[src/rtl/burst_addr_pkg.sv]
// Shared types for the burst address generator.
package burst_addr_pkg;
    // Counter operation selected for the current cycle
    typedef enum logic [2:0] {
        OP_CLEAR,
        OP_LOAD,
        OP_STEP,
        OP_HOLD,
        OP_READBACK
    } ctr_op_e;
endpackage

[src/rtl/ctr_op_decode.sv]
// Decodes the active-low counter controls into one operation.
// Assumes: all inputs are sampled synchronously by the caller.
module ctr_op_decode
    import burst_addr_pkg::*;
(
    input  logic    strobe_n,
    input  logic    step_n,
    input  logic    cnt_clr_n,
    input  logic    rd_mode,
    output ctr_op_e op
);
    // Priority: clear, then the strobe/enable pair
    always_comb begin
        if (!cnt_clr_n)
            op = OP_CLEAR;
        else if (!strobe_n && !step_n)
            op = OP_LOAD;
        else if (strobe_n && !step_n)
            op = OP_STEP;
        else if (!strobe_n && rd_mode)
            op = OP_READBACK;
        else
            op = OP_HOLD;
    end
endmodule

[src/rtl/ctr_core.sv]
// Holds the address counter and computes the effective address.
// Assumes: DEPTH <= 2**ADDR_W; addr_int is the value the counter takes
// at the coming edge, i.e. the location used by this cycle's access.
module ctr_core
    import burst_addr_pkg::*;
#(
    parameter int ADDR_W = 15,
    parameter int DEPTH  = 2 ** ADDR_W
) (
    input  logic              clk,
    input  logic              rst_n,
    input  ctr_op_e           op,
    input  logic [ADDR_W-1:0] ext_addr,
    output logic [ADDR_W-1:0] addr_int,
    output logic [ADDR_W-1:0] cnt_q
);
    localparam logic [ADDR_W-1:0] LAST = ADDR_W'(DEPTH - 1);

    logic [ADDR_W-1:0] cnt_d;

    // Next counter value per operation, with wrap at the last word
    always_comb begin
        unique case (op)
            OP_CLEAR: cnt_d = '0;
            OP_LOAD:  cnt_d = ext_addr;
            OP_STEP:  cnt_d = (cnt_q == LAST) ? '0 : cnt_q + ADDR_W'(1);
            default:  cnt_d = cnt_q;
        endcase
    end

    // Counter register with synchronous system reset
    always_ff @(posedge clk) begin
        if (!rst_n)
            cnt_q <= '0;
        else
            cnt_q <= cnt_d;
    end

    // Effective address of the current access
    assign addr_int = cnt_d;


    clear_zero_chk: assert property (@(posedge clk) disable iff (!rst_n)
        (op == OP_CLEAR) |=> (cnt_q == '0));

    load_ext_chk: assert property (@(posedge clk) disable iff (!rst_n)
        (op == OP_LOAD) |=> (cnt_q == $past(ext_addr)));

    step_plus_one_chk: assert property (@(posedge clk) disable iff (!rst_n)
        (op == OP_STEP && cnt_q != LAST) |=> (cnt_q == $past(cnt_q) + ADDR_W'(1)));

    wrap_zero_chk: assert property (@(posedge clk) disable iff (!rst_n)
        (op == OP_STEP && cnt_q == LAST) |=> (cnt_q == '0));

    hold_stable_chk: assert property (@(posedge clk) disable iff (!rst_n)
        (op == OP_HOLD || op == OP_READBACK) |=> $stable(cnt_q));
endmodule

[src/rtl/rb_mux.sv]
// Selects between memory read data and the counter readback image.
// Assumes: DATA_W >= RB_LSB + ADDR_W.
module rb_mux #(
    parameter int ADDR_W = 15,
    parameter int DATA_W = 36,
    parameter int RB_LSB = 3
) (
    input  logic [ADDR_W-1:0] cnt,
    input  logic [DATA_W-1:0] mem_rdata,
    input  logic              rb_sel,
    output logic [DATA_W-1:0] dout
);
    // Readback image: counter at RB_LSB, zeros elsewhere
    always_comb begin
        dout = mem_rdata;
        if (rb_sel) begin
            dout = '0;
            dout[RB_LSB +: ADDR_W] = cnt;
        end
    end
endmodule

[src/rtl/burst_addr_gen.sv]
// Per-port burst address generator with counter readback.
// Assumes: one clock domain; rst_n is synchronous and active low.
module burst_addr_gen
    import burst_addr_pkg::*;
#(
    parameter int ADDR_W = 15,
    parameter int DATA_W = 36,
    parameter int RB_LSB = 3,
    parameter int DEPTH  = 2 ** ADDR_W
) (
    input  logic              clk,
    input  logic              rst_n,
    input  logic [ADDR_W-1:0] ext_addr,
    input  logic              strobe_n,
    input  logic              step_n,
    input  logic              cnt_clr_n,
    input  logic              rd_mode,
    input  logic [DATA_W-1:0] mem_rdata,
    output logic [ADDR_W-1:0] addr_int,
    output logic [DATA_W-1:0] dout,
    output logic              rb_sel
);
    ctr_op_e           op;
    logic [ADDR_W-1:0] cnt_q;

    ctr_op_decode u_dec (
        .strobe_n  (strobe_n),
        .step_n    (step_n),
        .cnt_clr_n (cnt_clr_n),
        .rd_mode   (rd_mode),
        .op        (op)
    );

    ctr_core #(.ADDR_W(ADDR_W), .DEPTH(DEPTH)) u_core (
        .clk      (clk),
        .rst_n    (rst_n),
        .op       (op),
        .ext_addr (ext_addr),
        .addr_int (addr_int),
        .cnt_q    (cnt_q)
    );

    // Readback only in a read cycle with strobe low and enable high
    assign rb_sel = (op == OP_READBACK);

    rb_mux #(.ADDR_W(ADDR_W), .DATA_W(DATA_W), .RB_LSB(RB_LSB)) u_mux (
        .cnt       (cnt_q),
        .mem_rdata (mem_rdata),
        .rb_sel    (rb_sel),
        .dout      (dout)
    );


    rb_image_chk: assert property (@(posedge clk) disable iff (!rst_n)
        rb_sel |-> (dout[RB_LSB +: ADDR_W] == cnt_q && addr_int == cnt_q));

    pass_data_chk: assert property (@(posedge clk) disable iff (!rst_n)
        !rb_sel |-> (dout == mem_rdata));

    sys_reset_chk: assert property (@(posedge clk)
        !rst_n |=> (cnt_q == '0));
endmodule

[config.mk]
export PLATFORM = sky130hd
export DESIGN_NAME = burst_addr_gen
export DESIGN_NICKNAME = d
export VERILOG_FILES = /design/src/rtl/burst_addr_pkg.sv /design/src/rtl/ctr_op_decode.sv /design/src/rtl/ctr_core.sv /design/src/rtl/rb_mux.sv /design/src/rtl/burst_addr_gen.sv
export SDC_FILE = /design/constraint.sdc
export NUM_CORES = 1
export LEC_CHECK = 0
export ABC_AREA = 1
export BUFFER_PORTS_ARGS = -buffer_cell sky130_fd_sc_hd__buf_2
export CELL_PAD_IN_SITES_DETAIL_PLACEMENT = 0
export CELL_PAD_IN_SITES_GLOBAL_PLACEMENT = 2
export CORE_AREA = 3 3 89 108
export DETAILED_ROUTE_END_ITERATION = 8
export DIE_AREA = 0 0 92 111
export PLACE_DENSITY_LB_ADDON = 0.1
export SLEW_MARGIN = 25
export SYNTH_ARGS = -nofsm -noshare
export SYNTH_HDL_FRONTEND = slang
export SYNTH_HIERARCHICAL = 1
export SYNTH_SLANG_ARGS = --single-unit
[constraint.sdc]
create_clock -name clk -period 4.9 [get_ports clk]
set_clock_uncertainty 0.1 [all_clocks]
set_input_delay 0.98 -clock clk [delete_from_list [all_inputs] [get_ports clk]]
set_output_delay 0.98 -clock clk [all_outputs]
set_load 0.02 [all_outputs]
==> impl_metrics.env, run 1 <==
export IMPL_worst_hold_slack_ps=484
export IMPL_synth_flop_cell="sky130_fd_sc_hd__dfxtp_1"
export IMPL_critPathTopFamily="simple AND/OR/NAND/NOR gates"
export IMPL_r2r_start="u_core/cnt_q[1]"
export IMPL_crit_chain="buf_2 > inv_1 > nand2_2 > inv_2 > nor2_1 > nand2_1 > nand2_1 > a21oi_1 > nand2_1 > nand2_1 > inv_1 > buf_2"
export IMPL_post_cts_repair_setup_buffers=0
export IMPL_viasPerCell=3.92
export IMPL_cpMostUsedCell="sky130_fd_sc_hd__nand2_1"
export IMPL_cts_htree_levels=1
export IMPL_synth_simple_gate_area_share_pct=55.1
export IMPL_nFillCells=1043
export IMPL_cp_depth=12
export IMPL_clkTransAtPathRegs_ps=80
export IMPL_die_width_um=92
export IMPL_critical_path_endpoint_type="output pin"
export IMPL_setup_viol=0
export IMPL_internal_power_mw=0.248
export IMPL_grt_setup_unrepaired="false"
export IMPL_clk_insertion_delay_late_ps=260
export IMPL_area_growth_pct=41.7
export IMPL_swShare_pct=40.9
export IMPL_max_cap_viol_count=0
export IMPL_highest_layer="met4"
export IMPL_antenna_violating_nets_post_route=0
export IMPL_postCtsResizedCells=0
export IMPL_report_final_hold_viol_count=0
export IMPL_routed_wire_length_per_instance_um=11.3
export IMPL_synthCells=313
export IMPL_die_h_um=111
export IMPL_final_period_utilization_pct=78.6
export IMPL_cts_tree="done"
export IMPL_worst_r2r_setup_slack_ps=3090
export IMPL_grt_util_all_layers_pct=11.5
export IMPL_cp_required_ps=3820
export IMPL_yosysUniqueCellTypes=27
export IMPL_detail_route_first_pass_iterations=4
export IMPL_globalplace_congestion=0.754
export IMPL_post_synth_mux_area_share_pct=0
export IMPL_detailedRoute_firstIterationViolations=76
export IMPL_detailroute_wirelength_met2_mm=2.77
export IMPL_timing_worst_slew_pin_value_ps=867
export IMPL_worst_path_largest_cell_delay_ps=660
export IMPL_synth_compound_area_share_pct=5.80
export IMPL_max_reg_flops=15
export IMPL_cts_buffers_inserted=3
export IMPL_area_of_the_mapped_netlist_um2=1620
export IMPL_ys_async_rst_share_pct=0
export IMPL_number_of_antenna_violations_at_the_first_check_in_global_routing=0
export IMPL_post_route_cells_drive_above_1_share_pct=31.8
export IMPL_max_slew_margin_rel_pct=42.0
export IMPL_worst_setup_path_type="in2out"
export IMPL_hold_depth=2
export IMPL_core_area_um2=8610
export IMPL_postSynthRegisterBits=15
export IMPL_finalNetCount=477
export IMPL_power_density_nw_per_um2=183
export IMPL_endpoint_of_the_worst_hold_timing_path="u_core/cnt_q[6]"
export IMPL_startpoint_type="input pin"
export IMPL_cts_sinks=15
export IMPL_hold_path_class="reg2reg"
export IMPL_synth_fa_ha_area_share_pct=0.774
export IMPL_run_status="completed"
export IMPL_grt_max_degree=25
export IMPL_first_global_vias=1987
export IMPL_reg_largest_list="u_core/cnt_q x15"
export IMPL_synth_edf_count=0
export IMPL_crit_buf_inv=5
export IMPL_routed_via_count=2097
export IMPL_effective_utilization_at_floorplan_pct=18.8
export IMPL_avgSynthCellArea_um2=5.16
export IMPL_boundaryPins=109
export IMPL_die_area_um2=10200
export IMPL_timing_fmax_mhz=260
export IMPL_period_needed_ps=3850
export IMPL_combinationalPowerShare_pct=39.5
export IMPL_power_sequential_fraction_pct=33.6
export IMPL_synthesis_nets=371
export IMPL_critical_path_reg2reg_endpoint="u_core/cnt_q[5]"
export IMPL_r2r_worst_path_cells=10
export IMPL_final_number_of_max_transition_violations=0
export IMPL_top_register="u_core/cnt_q"
export IMPL_ctsRootBufferMaster="sky130_fd_sc_hd__clkbuf_8"
export IMPL_post_detailed_routing_wire_length_mm=6.04
export IMPL_antenna_cells=0
export IMPL_synth_yosys_seq_area_share_pct=18.6
export IMPL_power_share_clock_pct=26.9
export IMPL_critical_path_peak_fanout=24
export IMPL_hold_path_startpoint="u_core/cnt_q[6]"
export IMPL_cellLeakagePower_nw=1.41
export IMPL_data_arrival_time_of_the_critical_path_ps=2770
export IMPL_dominant_combinational_cell_family_by_area_after_synthesis="simple AND/OR/NAND/NOR gates"
export IMPL_cts_hold_buffers_added=0
export IMPL_grt_ovfl_total=0
export IMPL_power_switching_mw=0.171
export IMPL_hpwlAfterDp_mm=4.83
export IMPL_port_buffer_count=108
export IMPL_power_ir_vdd_worst_mv=0.0788
export IMPL_cts_buffer_depth=2
export IMPL_row_count=37
export IMPL_synth_xor_area_share_pct=1.63
export IMPL_detail_route_drc_violations=0
export IMPL_crit_slowest_cell="sky130_fd_sc_hd__nand2_1"
export IMPL_routed_wl_met3_um=447
export IMPL_cp_startpoint="strobe_n"
export IMPL_synth_warning_count=6
export IMPL_grt_first_pass_wirelength_mm=9.69
export IMPL_wl_met1_mm=2.78
export IMPL_final_setup_tns_ps=0
metal layers:
layer | GRT usage, % | vias up
met3 | 1.90 | 2
met2 | 19.5 | 81
li1 | - | 1144
met4 | 2.68 | 0
met5 | 0 | -
met1 | 15.0 | 870
per-stage QoR:
| stage | utilization, % | total power, mW | setup WS (ps) | std cells | cell area [um2] |
|---|---|---|---|---|---|
| 3_3_place_gp | 26.1 | 0.312 | 1090 | 531 | 2250 |
| 5_1_grt | 26.6 | 0.448 | 824 | 535 | 2290 |
| 6_report | 26.6 | 0.419 | 1050 | 535 | 2290 |
| 3_5_place_dp | 26.1 | 0.312 | 1030 | 531 | 2250 |
| 4_1_cts | 26.6 | 0.427 | 1020 | 535 | 2290 |
| 2_1_floorplan | - | 0.244 | 1720 | 313 | 1620 |
Yosys cell counts (3+ instances only):
library cell / instances / share of area [%]
sky130_fd_sc_hd__buf_6: 3 / 2.1
sky130_fd_sc_hd__nand3_1: 18 / 5.6
sky130_fd_sc_hd__nand2_1: 123 / 29
sky130_fd_sc_hd__dfxtp_1: 15 / 19
sky130_fd_sc_hd__nand2_2: 8 / 3.1
sky130_fd_sc_hd__a21oi_1: 9 / 2.8
sky130_fd_sc_hd__a31oi_1: 5 / 1.9
sky130_fd_sc_hd__nor2_1: 45 / 10
sky130_fd_sc_hd__nor2_2: 5 / 1.9
sky130_fd_sc_hd__inv_1: 56 / 13
sky130_fd_sc_hd__nand4_1: 4 / 1.5
worst min-delay path, delay by kind of cell (launching register included):
family | cells | cell delay [ps]
simple gates | 1 | 100
compound gates | 1 | 80
flops | 1 | 360
cells in the final DEF, fill, tap and decap left out, drive strengths merged:
cell	instances
clkbuf	4
o211ai	1
xor2	2
nor2	51
inv	58
nand2	131
nand3	20
nand4	4
or2	2
o21ai	2
buf	109
a31oi	5
dfxtp	15
a21oi	9
nor3	3
xnor2	1
ha	1
power groups by stage:
stage	combinational, mW	sequential, mW	clock (mW)
floorplan	0.105	0.140	0
global placement	0.168	0.145	0
detailed placement	0.167	0.144	0
CTS	0.168	0.141	0.118
global route	0.186	0.143	0.119
finish	0.165	0.141	0.113
logic make-up after synthesis:
logic type               after synthesis
AO/OA/AOI/OAI                         17
AND/OR/NAND/NOR                      211
flip-flops                            15
XOR/XNOR                               3
buffers and inverters                 66
adder cells (fa/ha/maj)                1
how the worst max path moves through the flow:
stage / to / slack, ps
floorplan: dout[24] / 1720
CTS: addr_int[3] / 1020
finish: addr_int[3] / 1050
global placement: addr_int[5] / 1090
detailed placement: addr_int[3] / 1030
global route: addr_int[3] / 820
area by class of cell:
| type | count | area [um2] | area share, % |
|---|---|---|---|
| Multi-Input combinational cell | 232 | 1030 | 44.9 |
| Tap cell | 117 | 146 | 6.39 |
| Inverter | 58 | 223 | 9.72 |
| Clock buffer | 4 | 45.0 | 1.97 |
| Sequential cell | 15 | 300 | 13.1 |
| Timing Repair Buffer | 109 | 548 | 23.9 |
Note: power is estimated with default switching activity, not from simulation.
==> inputs of run 2 (changes only) <==
--- a/config.mk
+++ b/config.mk
@@ -9,9 +9,9 @@
 export BUFFER_PORTS_ARGS = -buffer_cell sky130_fd_sc_hd__buf_2
 export CELL_PAD_IN_SITES_DETAIL_PLACEMENT = 0
 export CELL_PAD_IN_SITES_GLOBAL_PLACEMENT = 2
-export CORE_AREA = 3 3 89 108
+export CORE_AREA = 3 3 96 117
 export DETAILED_ROUTE_END_ITERATION = 8
-export DIE_AREA = 0 0 92 111
+export DIE_AREA = 0 0 99 120
 export PLACE_DENSITY_LB_ADDON = 0.1
 export SLEW_MARGIN = 25
 export SYNTH_ARGS = -nofsm -noshare
==> constraint.sdc (replaced) <==
create_clock -name clk -period 3.3 [get_ports clk]
set_clock_uncertainty 0.1 [all_clocks]
set_input_delay 0.66 -clock clk [delete_from_list [all_inputs] [get_ports clk]]
set_output_delay 0.66 -clock clk [all_outputs]
set_load 0.02 [all_outputs]
==> run 2 against run 1 <==
Compared with the run above: total power up 70%; non-clock buffer count increased by 4; register-to-register slack worse by 1700 ps; clock power up 120%; critical path depth stayed put; wire length up 6.9%; first-iteration DRC count decreased by 33%; final cell count increased by 3.0%; die area is 16% higher.
==> impl_metrics.env, run 2 (synthesis results as in run 1) <==
export IMPL_run_status="completed"
export IMPL_hpwlAfterDp_mm=5.23
export IMPL_power_switching_mw=0.260
export IMPL_timing_worst_slew_pin_value_ps=594
export IMPL_r2r_worst_path_cells=10
export IMPL_report_final_hold_viol_count=0
export IMPL_finalNetCount=481
export IMPL_power_sequential_fraction_pct=29.6
export IMPL_data_arrival_time_of_the_critical_path_ps=2200
export IMPL_place_ws_ps=293
export IMPL_reg_largest_list="u_core/cnt_q x15"
export IMPL_number_of_antenna_violations_at_the_first_check_in_global_routing=0
export IMPL_cellLeakagePower_nw=1.44
export IMPL_power_ir_vdd_worst_mv=0.139
export IMPL_detail_route_first_pass_iterations=4
export IMPL_power_share_clock_pct=34.9
export IMPL_ctsRootBufferMaster="sky130_fd_sc_hd__clkbuf_16"
export IMPL_die_h_um=120
export IMPL_fin_util_pct=23.1
export IMPL_final_cell_mix="sky130_fd_sc_hd__nand2_1, sky130_fd_sc_hd__buf_2, sky130_fd_sc_hd__inv_1, sky130_fd_sc_hd__nor2_1, sky130_fd_sc_hd__nand3_1"
export IMPL_antenna_cells=0
export IMPL_postLayoutSetupSlackWorst_ps=338
export IMPL_antenna_violating_nets_post_route=0
export IMPL_worst_setup_path_type="in2out"
export IMPL_startpoint_type="input pin"
export IMPL_grt_util_all_layers_pct=10.8
export IMPL_post_route_cells_drive_above_1_share_pct=32.5
export IMPL_setup_viol=0
export IMPL_cp_required_ps=2540
export IMPL_postCtsResizedCells=0
export IMPL_grt_max_degree=25
export IMPL_worst_path_largest_cell_delay_ps=350
export IMPL_crit_chain="buf_2 > inv_1 > nand2_2 > inv_2 > nor2_1 > nand3_1 > nor2_2 > nand2_1 > nand2_1 > nand2_1 > inv_1 > buf_2"
export IMPL_final_period_utilization_pct=89.8
export IMPL_area_growth_pct=47.4
export IMPL_cts_tree="done"
export IMPL_cts_buffers_inserted=3
export IMPL_hold_depth=2
export IMPL_swShare_pct=36.6
export IMPL_effective_utilization_at_floorplan_pct=15.7
export IMPL_timing_fmax_mhz=338
export IMPL_grt_ovfl_total=0
export IMPL_die_width_um=99
export IMPL_layout_cells_most_common="sky130_fd_sc_hd__nand2_1"
export IMPL_cts_hold_buffers_added=0
export IMPL_grt_first_pass_wirelength_mm=10.3
export IMPL_max_cap_viol_count=0
export IMPL_routed_via_count=2145
export IMPL_max_slew_margin_rel_pct=60.4
export IMPL_viasPerCell=3.89
export IMPL_grt_setup_unrepaired="false"
export IMPL_clk_insertion_delay_late_ps=250
export IMPL_power_density_nw_per_um2=299
export IMPL_cpMostUsedCell="sky130_fd_sc_hd__nand2_1"
export IMPL_cts_sinks=15
export IMPL_clkTransAtPathRegs_ps=50
export IMPL_critical_path_endpoint_type="output pin"
export IMPL_top_register="u_core/cnt_q"
export IMPL_boundaryPins=109
export IMPL_cts_htree_levels=1
export IMPL_globalplace_congestion=0.734
export IMPL_critical_path_peak_fanout=8
export IMPL_final_number_of_max_transition_violations=0
export IMPL_post_detailed_routing_wire_length_mm=6.45
export IMPL_crit_slowest_cell="sky130_fd_sc_hd__nor2_2"
export IMPL_worst_hold_slack_ps=470
export IMPL_internal_power_mw=0.451
export IMPL_die_area_um2=11900
export IMPL_final_setup_tns_ps=0
export IMPL_first_global_vias=2058
export IMPL_detail_route_drc_violations=0
export IMPL_period_needed_ps=2960
export IMPL_port_buffer_count=108
export IMPL_cts_buffer_depth=2
export IMPL_core_area_um2=10300
export IMPL_max_reg_flops=15
export IMPL_combinationalPowerShare_pct=35.5
export IMPL_detailedRoute_firstIterationViolations=51
export IMPL_routed_wire_length_per_instance_um=11.7
export IMPL_hold_path_class="reg2reg"
export IMPL_post_cts_repair_setup_buffers=0
export IMPL_row_count=41
## run 2: cell types whose count changed in the layout (fill, tap and decap cells not counted), sizes merged
cell,delta
buf,+4
## run 2: power by group through the flow
stage | clock (mW) | combinational, mW | sequential, mW
2_1_floorplan | 0 | 0.155 | 0.207
3_3_place_gp | 0 | 0.259 | 0.215
3_5_place_dp | 0 | 0.257 | 0.215
4_1_cts | 0.262 | 0.259 | 0.211
5_1_grt | 0.270 | 0.286 | 0.213
6_report | 0.248 | 0.253 | 0.210
## run 2: cell type report
| type | instances | area (um2) |
|---|---|---|
| fill | 1230 | 7930 |
| timing repair buffer | 113 | 591 |
| sequential | 15 | 300 |
| tap | 129 | 161 |
| inverter | 58 | 223 |
| multi-input combinational | 232 | 1030 |
| clock buffer | 4 | 78.8 |
## run 2: worst paths after layout
kind	start	to	slack (ps)
max reg2reg	u_core/cnt_q[1]	u_core/cnt_q[13]	1400
min reg2reg	u_core/cnt_q[6]	u_core/cnt_q[6]	470
min	u_core/cnt_q[6]	u_core/cnt_q[6]	470
max	strobe_n	addr_int[5]	340
## run 2: routing by layer
metal / GRT usage, % / share of wire [%] / vias up
met1: 14.0 / 46 / 921
met4: 2.82 / 0.57 / 0
met2: 18.8 / 48 / 65
li1: - / - / 1157
met3: 1.28 / 4.8 / 2
met5: 0 / 0 / -
## run 2: critical path, delay by kind of cell
kind | cells | cell delay [ps]
buf+inv | 5 | 360
simple gates | 7 | 1170
## run 2: metrics by stage
step,instance area [um2],total power [mW],cells
5_1_grt,2380,0.768,551
4_1_cts,2380,0.732,551
3_5_place_dp,2300,0.472,547
6_report,2380,0.712,551
3_3_place_gp,2300,0.473,547
2_1_floorplan,1620,0.363,313
